[src/rtl/gpio_ana_pkg.sv]
package gpio_ana_pkg;

    typedef enum logic [1:0] {
        WK_IDLE  = 2'd0,
        WK_ARMED = 2'd1,
        WK_FIRED = 2'd2
    } wake_st_t;

endpackage

[src/rtl/gpio_ana_sync.sv]
module gpio_ana_sync #(
    parameter int W      = 8,
    parameter int STAGES = 2
) (
    input  logic         clk,
    input  logic         rst_n,
    input  logic [W-1:0] d,
    output logic [W-1:0] q
);
    localparam int CW = STAGES * W;

    logic [CW-1:0] chain_q;

    // reset to all ones so an idle pad does not look like a key press
    always_ff @(posedge clk or negedge rst_n) begin
        if (!rst_n) chain_q <= '1;
        else        chain_q <= {chain_q[CW-W-1:0], d};
    end

    assign q = chain_q[CW-1 -: W];
endmodule

[src/rtl/gpio_ana_amask.sv]
module gpio_ana_amask #(
    parameter int W     = 8,
    parameter int SEL_W = $clog2(W)
) (
    input  logic [SEL_W-1:0] ana_sel,
    input  logic             ana_dis,
    output logic [W-1:0]     mask
);
    for (genvar i = 0; i < W; i++) begin : g_bit
        assign mask[i] = !ana_dis && (ana_sel == SEL_W'(i));
    end
endmodule

[src/rtl/gpio_ana_regs.sv]
module gpio_ana_regs #(
    parameter int             W         = 8,
    parameter int             AW        = 8,
    parameter logic [AW-1:0]  DATA_ADDR = 8'h03,
    parameter logic [AW-1:0]  DIR_ADDR  = 8'h0E
) (
    input  logic          clk,
    input  logic          rst_n,
    input  logic          bus_sel,
    input  logic          bus_we,
    input  logic [AW-1:0] bus_addr,
    input  logic [W-1:0]  bus_wdata,
    input  logic [W-1:0]  pin_sync,
    input  logic [W-1:0]  ana_mask,
    output logic [W-1:0]  latch_q,
    output logic [W-1:0]  dir_q,
    output logic [W-1:0]  bus_rdata
);
    logic          wr_data, wr_dir;
    logic [W-1:0]  mixed;

    assign wr_data = bus_sel && bus_we && (bus_addr == DATA_ADDR);
    assign wr_dir  = bus_sel && bus_we && (bus_addr == DIR_ADDR);

    always_ff @(posedge clk or negedge rst_n) begin
        if (!rst_n) begin
            latch_q <= '0;
            dir_q   <= '0;
        end else begin
            if (wr_data) latch_q <= bus_wdata;
            if (wr_dir)  dir_q   <= bus_wdata;
        end
    end

    // per-bit readback: latch for outputs, pin for inputs, zero for analog
    assign mixed = ((dir_q & latch_q) | (~dir_q & pin_sync)) & ~ana_mask;

    always_comb begin
        bus_rdata = '0;
        if (bus_sel && !bus_we) begin
            if (bus_addr == DATA_ADDR)     bus_rdata = mixed;
            else if (bus_addr == DIR_ADDR) bus_rdata = dir_q;
        end
    end
endmodule

[src/rtl/gpio_ana_wake.sv]
module gpio_ana_wake
    import gpio_ana_pkg::*;
#(
    parameter int KEY_N = 4
) (
    input  logic             clk,
    input  logic             rst_n,
    input  logic             stop_req,
    input  logic [KEY_N-1:0] key_lvl,
    input  logic [KEY_N-1:0] key_dir,
    input  logic [KEY_N-1:0] key_ana,
    output logic             wake_o
);
    wake_st_t state_q, state_d;
    logic     key_hit;

    assign key_hit = |(~key_lvl & ~key_dir & ~key_ana);

    always_ff @(posedge clk or negedge rst_n) begin
        if (!rst_n) state_q <= WK_IDLE;
        else        state_q <= state_d;
    end

    always_comb begin
        state_d = state_q;
        unique case (state_q)
            WK_IDLE:  if (stop_req) state_d = WK_ARMED;
            WK_ARMED: begin
                if (!stop_req)    state_d = WK_IDLE;
                else if (key_hit) state_d = WK_FIRED;
            end
            WK_FIRED: if (!stop_req) state_d = WK_IDLE;
            default:  state_d = WK_IDLE;
        endcase
    end

    always_comb begin
        wake_o = (state_q == WK_FIRED);
    end
endmodule

[src/rtl/gpio_ana_port.sv]
module gpio_ana_port #(
    parameter int            W           = 8,
    parameter int            AW          = 8,
    parameter int            SEL_W       = $clog2(W),
    parameter logic [AW-1:0] DATA_ADDR   = 8'h03,
    parameter logic [AW-1:0] DIR_ADDR    = 8'h0E,
    parameter int            KEY_N       = 4,
    parameter int            SYNC_STAGES = 2
) (
    input  logic             clk,
    input  logic             rst_n,
    input  logic             bus_sel,
    input  logic             bus_we,
    input  logic [AW-1:0]    bus_addr,
    input  logic [W-1:0]     bus_wdata,
    output logic [W-1:0]     bus_rdata,
    input  logic [W-1:0]     pad_in,
    output logic [W-1:0]     pad_out,
    output logic [W-1:0]     pad_oe,
    input  logic [SEL_W-1:0] ana_sel,
    input  logic             ana_dis,
    input  logic             stop_req,
    output logic             wake_o
);
    localparam int KEY_LSB = W - KEY_N;

    logic [W-1:0] pin_sync, ana_mask, latch_q, dir_q;

    gpio_ana_sync #(.W(W), .STAGES(SYNC_STAGES)) sync_i (
        .clk(clk), .rst_n(rst_n), .d(pad_in), .q(pin_sync)
    );

    gpio_ana_amask #(.W(W), .SEL_W(SEL_W)) amask_i (
        .ana_sel(ana_sel), .ana_dis(ana_dis), .mask(ana_mask)
    );

    gpio_ana_regs #(.W(W), .AW(AW), .DATA_ADDR(DATA_ADDR), .DIR_ADDR(DIR_ADDR)) regs_i (
        .clk(clk), .rst_n(rst_n), .bus_sel(bus_sel), .bus_we(bus_we),
        .bus_addr(bus_addr), .bus_wdata(bus_wdata), .pin_sync(pin_sync),
        .ana_mask(ana_mask), .latch_q(latch_q), .dir_q(dir_q), .bus_rdata(bus_rdata)
    );

    gpio_ana_wake #(.KEY_N(KEY_N)) wake_i (
        .clk(clk), .rst_n(rst_n), .stop_req(stop_req),
        .key_lvl(pin_sync[KEY_LSB +: KEY_N]),
        .key_dir(dir_q[KEY_LSB +: KEY_N]),
        .key_ana(ana_mask[KEY_LSB +: KEY_N]),
        .wake_o(wake_o)
    );

    assign pad_out = latch_q;
    assign pad_oe  = dir_q & ~ana_mask;
endmodule

[config.mk]
export PLATFORM = sky130hd
export DESIGN_NAME = gpio_ana_port
export DESIGN_NICKNAME = d
export VERILOG_FILES = /design/src/rtl/gpio_ana_pkg.sv /design/src/rtl/gpio_ana_sync.sv /design/src/rtl/gpio_ana_amask.sv /design/src/rtl/gpio_ana_regs.sv /design/src/rtl/gpio_ana_wake.sv /design/src/rtl/gpio_ana_port.sv
export SDC_FILE = /design/constraint.sdc
export NUM_CORES = 1
export LEC_CHECK = 0
export ABC_AREA = 1
export BUFFER_PORTS_ARGS = -buffer_cell sky130_fd_sc_hd__buf_2
export CAP_MARGIN = 20
export CORE_MARGIN = 1.5
export CORE_UTILIZATION = 35
export DETAILED_ROUTE_END_ITERATION = 10
export SYNTH_ARGS = -nofsm -noshare
export SYNTH_HDL_FRONTEND = slang
export SYNTH_SLANG_ARGS = --single-unit
[constraint.sdc]
create_clock -name clk -period 1.1 [get_ports clk]
set_clock_uncertainty 0.15 [all_clocks]
set_input_delay 0.11 -clock clk [delete_from_list [all_inputs] [get_ports clk]]
set_output_delay 0.11 -clock clk [all_outputs]
set_load 0.01 [all_outputs]
# Word-level counts from Yosys, hierarchy flattened
# Index checks and enable logic that the tools add are counted.
word_totals:
  register_bits: 34
  latchBits: 0
  mem_bits_rw: 0
  romBits: 0
  output_inout_bits: 25
  wordCells: 56
  n_memories: 0
classes:
  addsub: 0
  multipliers: 0
  div_mod_pow: 0
  order_cmp: 0
  eq_ne: 14
  n_shift: 0
  mux: 8
  bitwise_logic: 12
  reduce_logical: 18
op_table:
  columns: ["op", "count"]
  rows:
  - ["$and A8 B8 Y8", 4]
  - ["$mux W8", 3]
  - ["$not A8 Y8", 2]
  - ["$eq A3 B3 Y1 const B", 4]
  - ["$logic_and A1 B1 Y1", 12]
  - ["$not A4 Y4", 3]
  - ["$and A4 B4 Y4", 2]
  - ["$eq A8 B2 Y1 const B", 1]
  - ["$eq A8 B4 Y1 const B", 1]
  - ["$mux W2", 4]
  - ["$or A8 B8 Y8", 1]
  - ["$eq A3 B2 Y1 const B", 2]
  - ["$pmux W2 S3", 1]
  - ["$ne A2 B2 Y1 const B", 2]
  - ["$reduce_or A4 Y1", 1]
  - ["$eq A3 B1 Y1 const B", 1]
  - ["$logic_not A3 Y1", 1]
  - ["$ne A3 B2 Y1 const B", 1]
  - ["$reduce_and A3 Y1", 1]
  - ["$eq A2 B1 Y1 const B", 1]
  - ["$eq A2 B2 Y1 const B", 1]
  - ["$logic_not A1 Y1", 2]
  - ["$logic_not A2 Y1", 1]

# Depth between registers and ports, before layout
depth:
  ltp_word: 8
  depth_mapped: 9
  ltp_nobuf: 9

# Modules after synthesis
# Synthesis repeated with hierarchy kept, for this count alone.
hier_totals:
  cells_unflattened: 253
  hier_area_um2: 1933.1
by_module_without_submodules:
  columns: ["mod", "n_inst", "cells_each", "area_each_um2"]
  rows:
  - ["gpio_ana_regs", 1, 172, 1161.1]
  - ["gpio_ana_sync", 1, 24, 480.5]
  - ["gpio_ana_wake", 1, 23, 143.9]
  - ["gpio_ana_port", 1, 16, 80.1]
  - ["gpio_ana_amask", 1, 18, 67.6]

# Worst setup path after synthesis
# Ideal clock, no wire load.
synth_timing:
  path_type: "reg2out"
  start: "register sync_i.chain_q[12]"
  end: "output port bus_rdata[4]"
  arrival_time_ns: 0.971
  required_ns: 0.840
  path_slack_ns: -0.131
  stages_incl_launch_ff: 7
  path_cell_list: "dfstp_2 nor2_1 nor2_1 nand2_1 nand2_1 nand2_1 a21oi_1"
synth_between:
  elab_chain_cells: 5
synth_rtl:
  columns: ["item", "line", "source"]
  rows:
  - ["start: declaration", "gpio_ana_sync.sv:12", "logic [CW-1:0] chain_q;"]
  - ["start signal: assignment", "gpio_ana_sync.sv:17", "else chain_q <= {chain_q[CW-W-1:0], d};"]
  - ["$and A8 B8 Y8", "gpio_ana_regs.sv:36", "assign mixed = ((dir_q & latch_q) | (~dir_q & pin_sync)) & ~ana_mask;"]
  - ["$or A8 B8 Y8", "gpio_ana_regs.sv:36", null]
  - ["$and A8 B8 Y8", "gpio_ana_regs.sv:36", null]
  - ["$mux W8", "gpio_ana_regs.sv:41", "if (bus_addr == DATA_ADDR) bus_rdata = mixed;"]
  - ["$mux W8", "gpio_ana_regs.sv:40", "if (bus_sel && !bus_we) begin"]
  - ["end: declaration", "gpio_ana_port.sv:16", "output logic [W-1:0] bus_rdata,"]
# Every way passes these cells.

# Final worst setup path
layout_timing:
  start: "register sync_i.chain_q[15]"
  end: "output port bus_rdata[7]"
# Same word-level chain as after synthesis.

==> impl_metrics.ini <==
[setup_path]
crit_type = reg2out
r2r_start = sync_i.chain_q[12]$_DFF_PN1_
r2r_setup_slack_ns = -0.15
path_max_fanout = 2
worst_r2r_path_depth = 6
crit_required_ns = 0.84
cp.arrival_ns = 1.35
start_kind = register
endpoint = bus_rdata[7]
critPathLaunch = sync_i.chain_q[15]$_DFF_PN1_
r2r-end = wake_i.state_q[1]$_DFFE_PN0P_
end_kind = output port

[min_path]
hp-class = in2async

[floorplanning]
ios = 58
start_util_pct = 36.99
die_w_um = 71.30
die_area_um2 = 5084
die_h_um = 71.30
design.core.area_um2 = 4414
core.rowCount = 24

[pwr]
p_int_w = 0.002132
p_sw_w = 0.0007306
p_comb_share_pct = 18.9
ir_worst_vdd_mv = 0.6851
p_leak_nw = 1.457
seqPwrFrac_pct = 47.8
swShare_pct = 25.52
power.density_nw_per_um2 = 964.1
power.clock.fraction_pct = 33.3
power_w = 0.002863

[timing]
fmax_ghz = 0.6201
rsz0062_at_grt = yes
slew_headroom_pct = 73.12
setup_violations = 27
timing.final.crit_period_ns = 1.613
tightest_slew_ns = 0.4017
finalWorstSetupSlack_ns = -0.5126
post-route-period-util_pct = 146.6
hold_viol_final = 0
fin_tns_setup_ns = -6.324
maxSlewViolCount = 0

[grt]
grt_pass1_vias = 1714
grt_pass1_wl_mm = 7.534
grt_start_max_net_pins = 35
grt_usage_pct = 18.95
overflow = 0
antenna_found_initial = 0

[cts]
clk_pin_slew_worst_paths_ns = 0.07
cts-root-buf = clkbuf_8
htree_levels = 2
clk_latency_ns = 0.28
clk_path_buf_depth = 2
cts_buffers = 5
clkSinkCount = 34
cts_tree = yes

[placed_design]
place_area_um2 = 2386
place_ws_ns = -0.2648
place_hpwl_mm = 3.151
gp_congestion = 0.7646
portBuffers = 57
post-place-cells = 356

[logic_synthesis]
synth-seq-cells = 34
seq_area_frac_synth_pct = 53.33
synth_nets = 235
synth.distinct_cells = 18
yosysWarningCount = 0
synth_area_um2 = 1633
postSynthCellCount = 202
synth.avg_cell_area_um2 = 8.083

[drt]
drc = 0
viasPerCell = 4.578
drt_first_pass_iters = 4
antenna_left = 0
num_vias = 1813
wl_mm = 4.743
drt-initial-drc-count = 70
drt-wirelength-per-cell_um = 11.98

[finish]
instances_no_fill = 396
fin_nets = 376
drive_above_1_share_pct = 56.69
syn2layout_area_growth_pct = 81.84
design_area_um2 = 2969
antenna_cells = 0

[run_status]
status = finished with violations
violations = negative setup slack

[flow_run]
drv_cap = 0
power groups by stage:
stage,registers (W),logic (W),clock network (W)
finish,0.00137,0.000541,0.000953
global route,0.00137,0.000592,0.00103
detailed placement,0.00138,0.000392,0
floorplan,0.00138,0.000139,0
CTS,0.00137,0.000506,0.000988
global placement,0.00138,0.000391,0
what timing repair did:
item	in CTS	in global routing
hold buffers	18	0
pin swaps	17	18
gates resized for setup	49	14
setup buffers	12	13
hold endpoints to repair	60	0
endpoints found under the setup margin	27	27
flip-flops by register name, indices dropped and copies added (netlist names):
| signal | count |
|---|---|
| regs_i.dir_q | 8 |
| regs_i.latch_q | 8 |
| sync_i.chain_q | 16 |
| wake_i.state_q | 2 |
synth_stat cells:
cell,n,area share (%)
nand2_1,78,18
nor2_1,19,4.4
dfrtp_1,18,28
inv_1,18,4.1
dfstp_2,16,26
a21oi_1,14,4.3
nand3_1,13,4.0
o21ai_0,7,2.1
nand2_2,4,1.5
nor2_2,3,1.1
a21oi_2,2,1.1
buf_6,2,1.4
nor2_4,2,1.4
o21ai_2,2,1.1
clkinv_1,1,0.23
nand3_2,1,0.61
nand4_1,1,0.38
nor3_4,1,1.0
cells in the final DEF (no fill, tap or decap), types with 2 or more instances in the layout:
cell type	instances
nand3_1	9
buf_4	42
a21oi_2	15
nand2_4	2
buf_12	3
o21ai_2	3
buf_6	24
dfrtp_1	18
inv_1	11
clkbuf_8	6
nand2_2	8
nand3_2	5
buf_2	49
o21ai_0	6
nand2_1	72
dlygate4sd3_1	18
nor2_4	3
inv_2	7
nor2_1	12
nor2_2	9
dfstp_2	16
cell type report:
cell class | count | area [µm²]
Clock inverter | 1 | 5.005
Tap cell | 52 | 65.06
Timing Repair Buffer | 136 | 1071
Clock buffer | 7 | 86.33
Fill cell | 365 | 1445
Inverter | 19 | 71.32
Multi-Input combinational cell | 147 | 799.5
Sequential cell | 34 | 870.8
worst min-delay path by stage:
stage,from,endpoint,cells past startpoint
floorplan,rst_n,regs_i.dir_q[0]$_DFFE_PN0P_,0
global placement,rst_n,wake_i.state_q[0]$_DFFE_PN0P_,2
detailed placement,rst_n,regs_i.dir_q[7]$_DFFE_PN0P_,2
CTS,rst_n,regs_i.dir_q[7]$_DFFE_PN0P_,3
global route,rst_n,regs_i.latch_q[7]$_DFFE_PN0P_,3
finish,rst_n,regs_i.latch_q[4]$_DFFE_PN0P_,3
per-layer routing:
| layer | vias to the layer above | track usage, % | wire length (µm) |
|---|---|---|---|
| li1 | 918 | - | - |
| met1 | 844 | 24.84 | 2178 |
| met2 | 46 | 30.14 | 2285 |
| met3 | 5 | 5.485 | 236 |
| met4 | 0 | 6.499 | 42 |
| met5 | - | 0 | 0 |
worst max-delay path: stages, from the launching register on:
cell	delay, ns
dfstp_2	0.53
nor2_2	0.04
nor2_1	0.10
nand2_1	0.07
nand2_1	0.06
nand2_1	0.06
a21oi_2	0.09
buf_2	0.13
stage by stage:
step	hold slack (ns)	util [%]
finish	0.1560	67.26
global route	0.1862	67.26
CTS	0.1547	65.16
detailed placement	-0.06746	54.05
global placement	-0.06830	54.05
floorplan	-0.3356	-
cell families after synthesis:
logic type	count (synthesis)	synth area share (%)
AOI/OAI and AO/OA	25	8.583
buffers and inverters	21	5.747
DFF	34	53.33
and+or+nand+nor	122	32.34
Note: power is estimated with default switching activity, not from simulation.
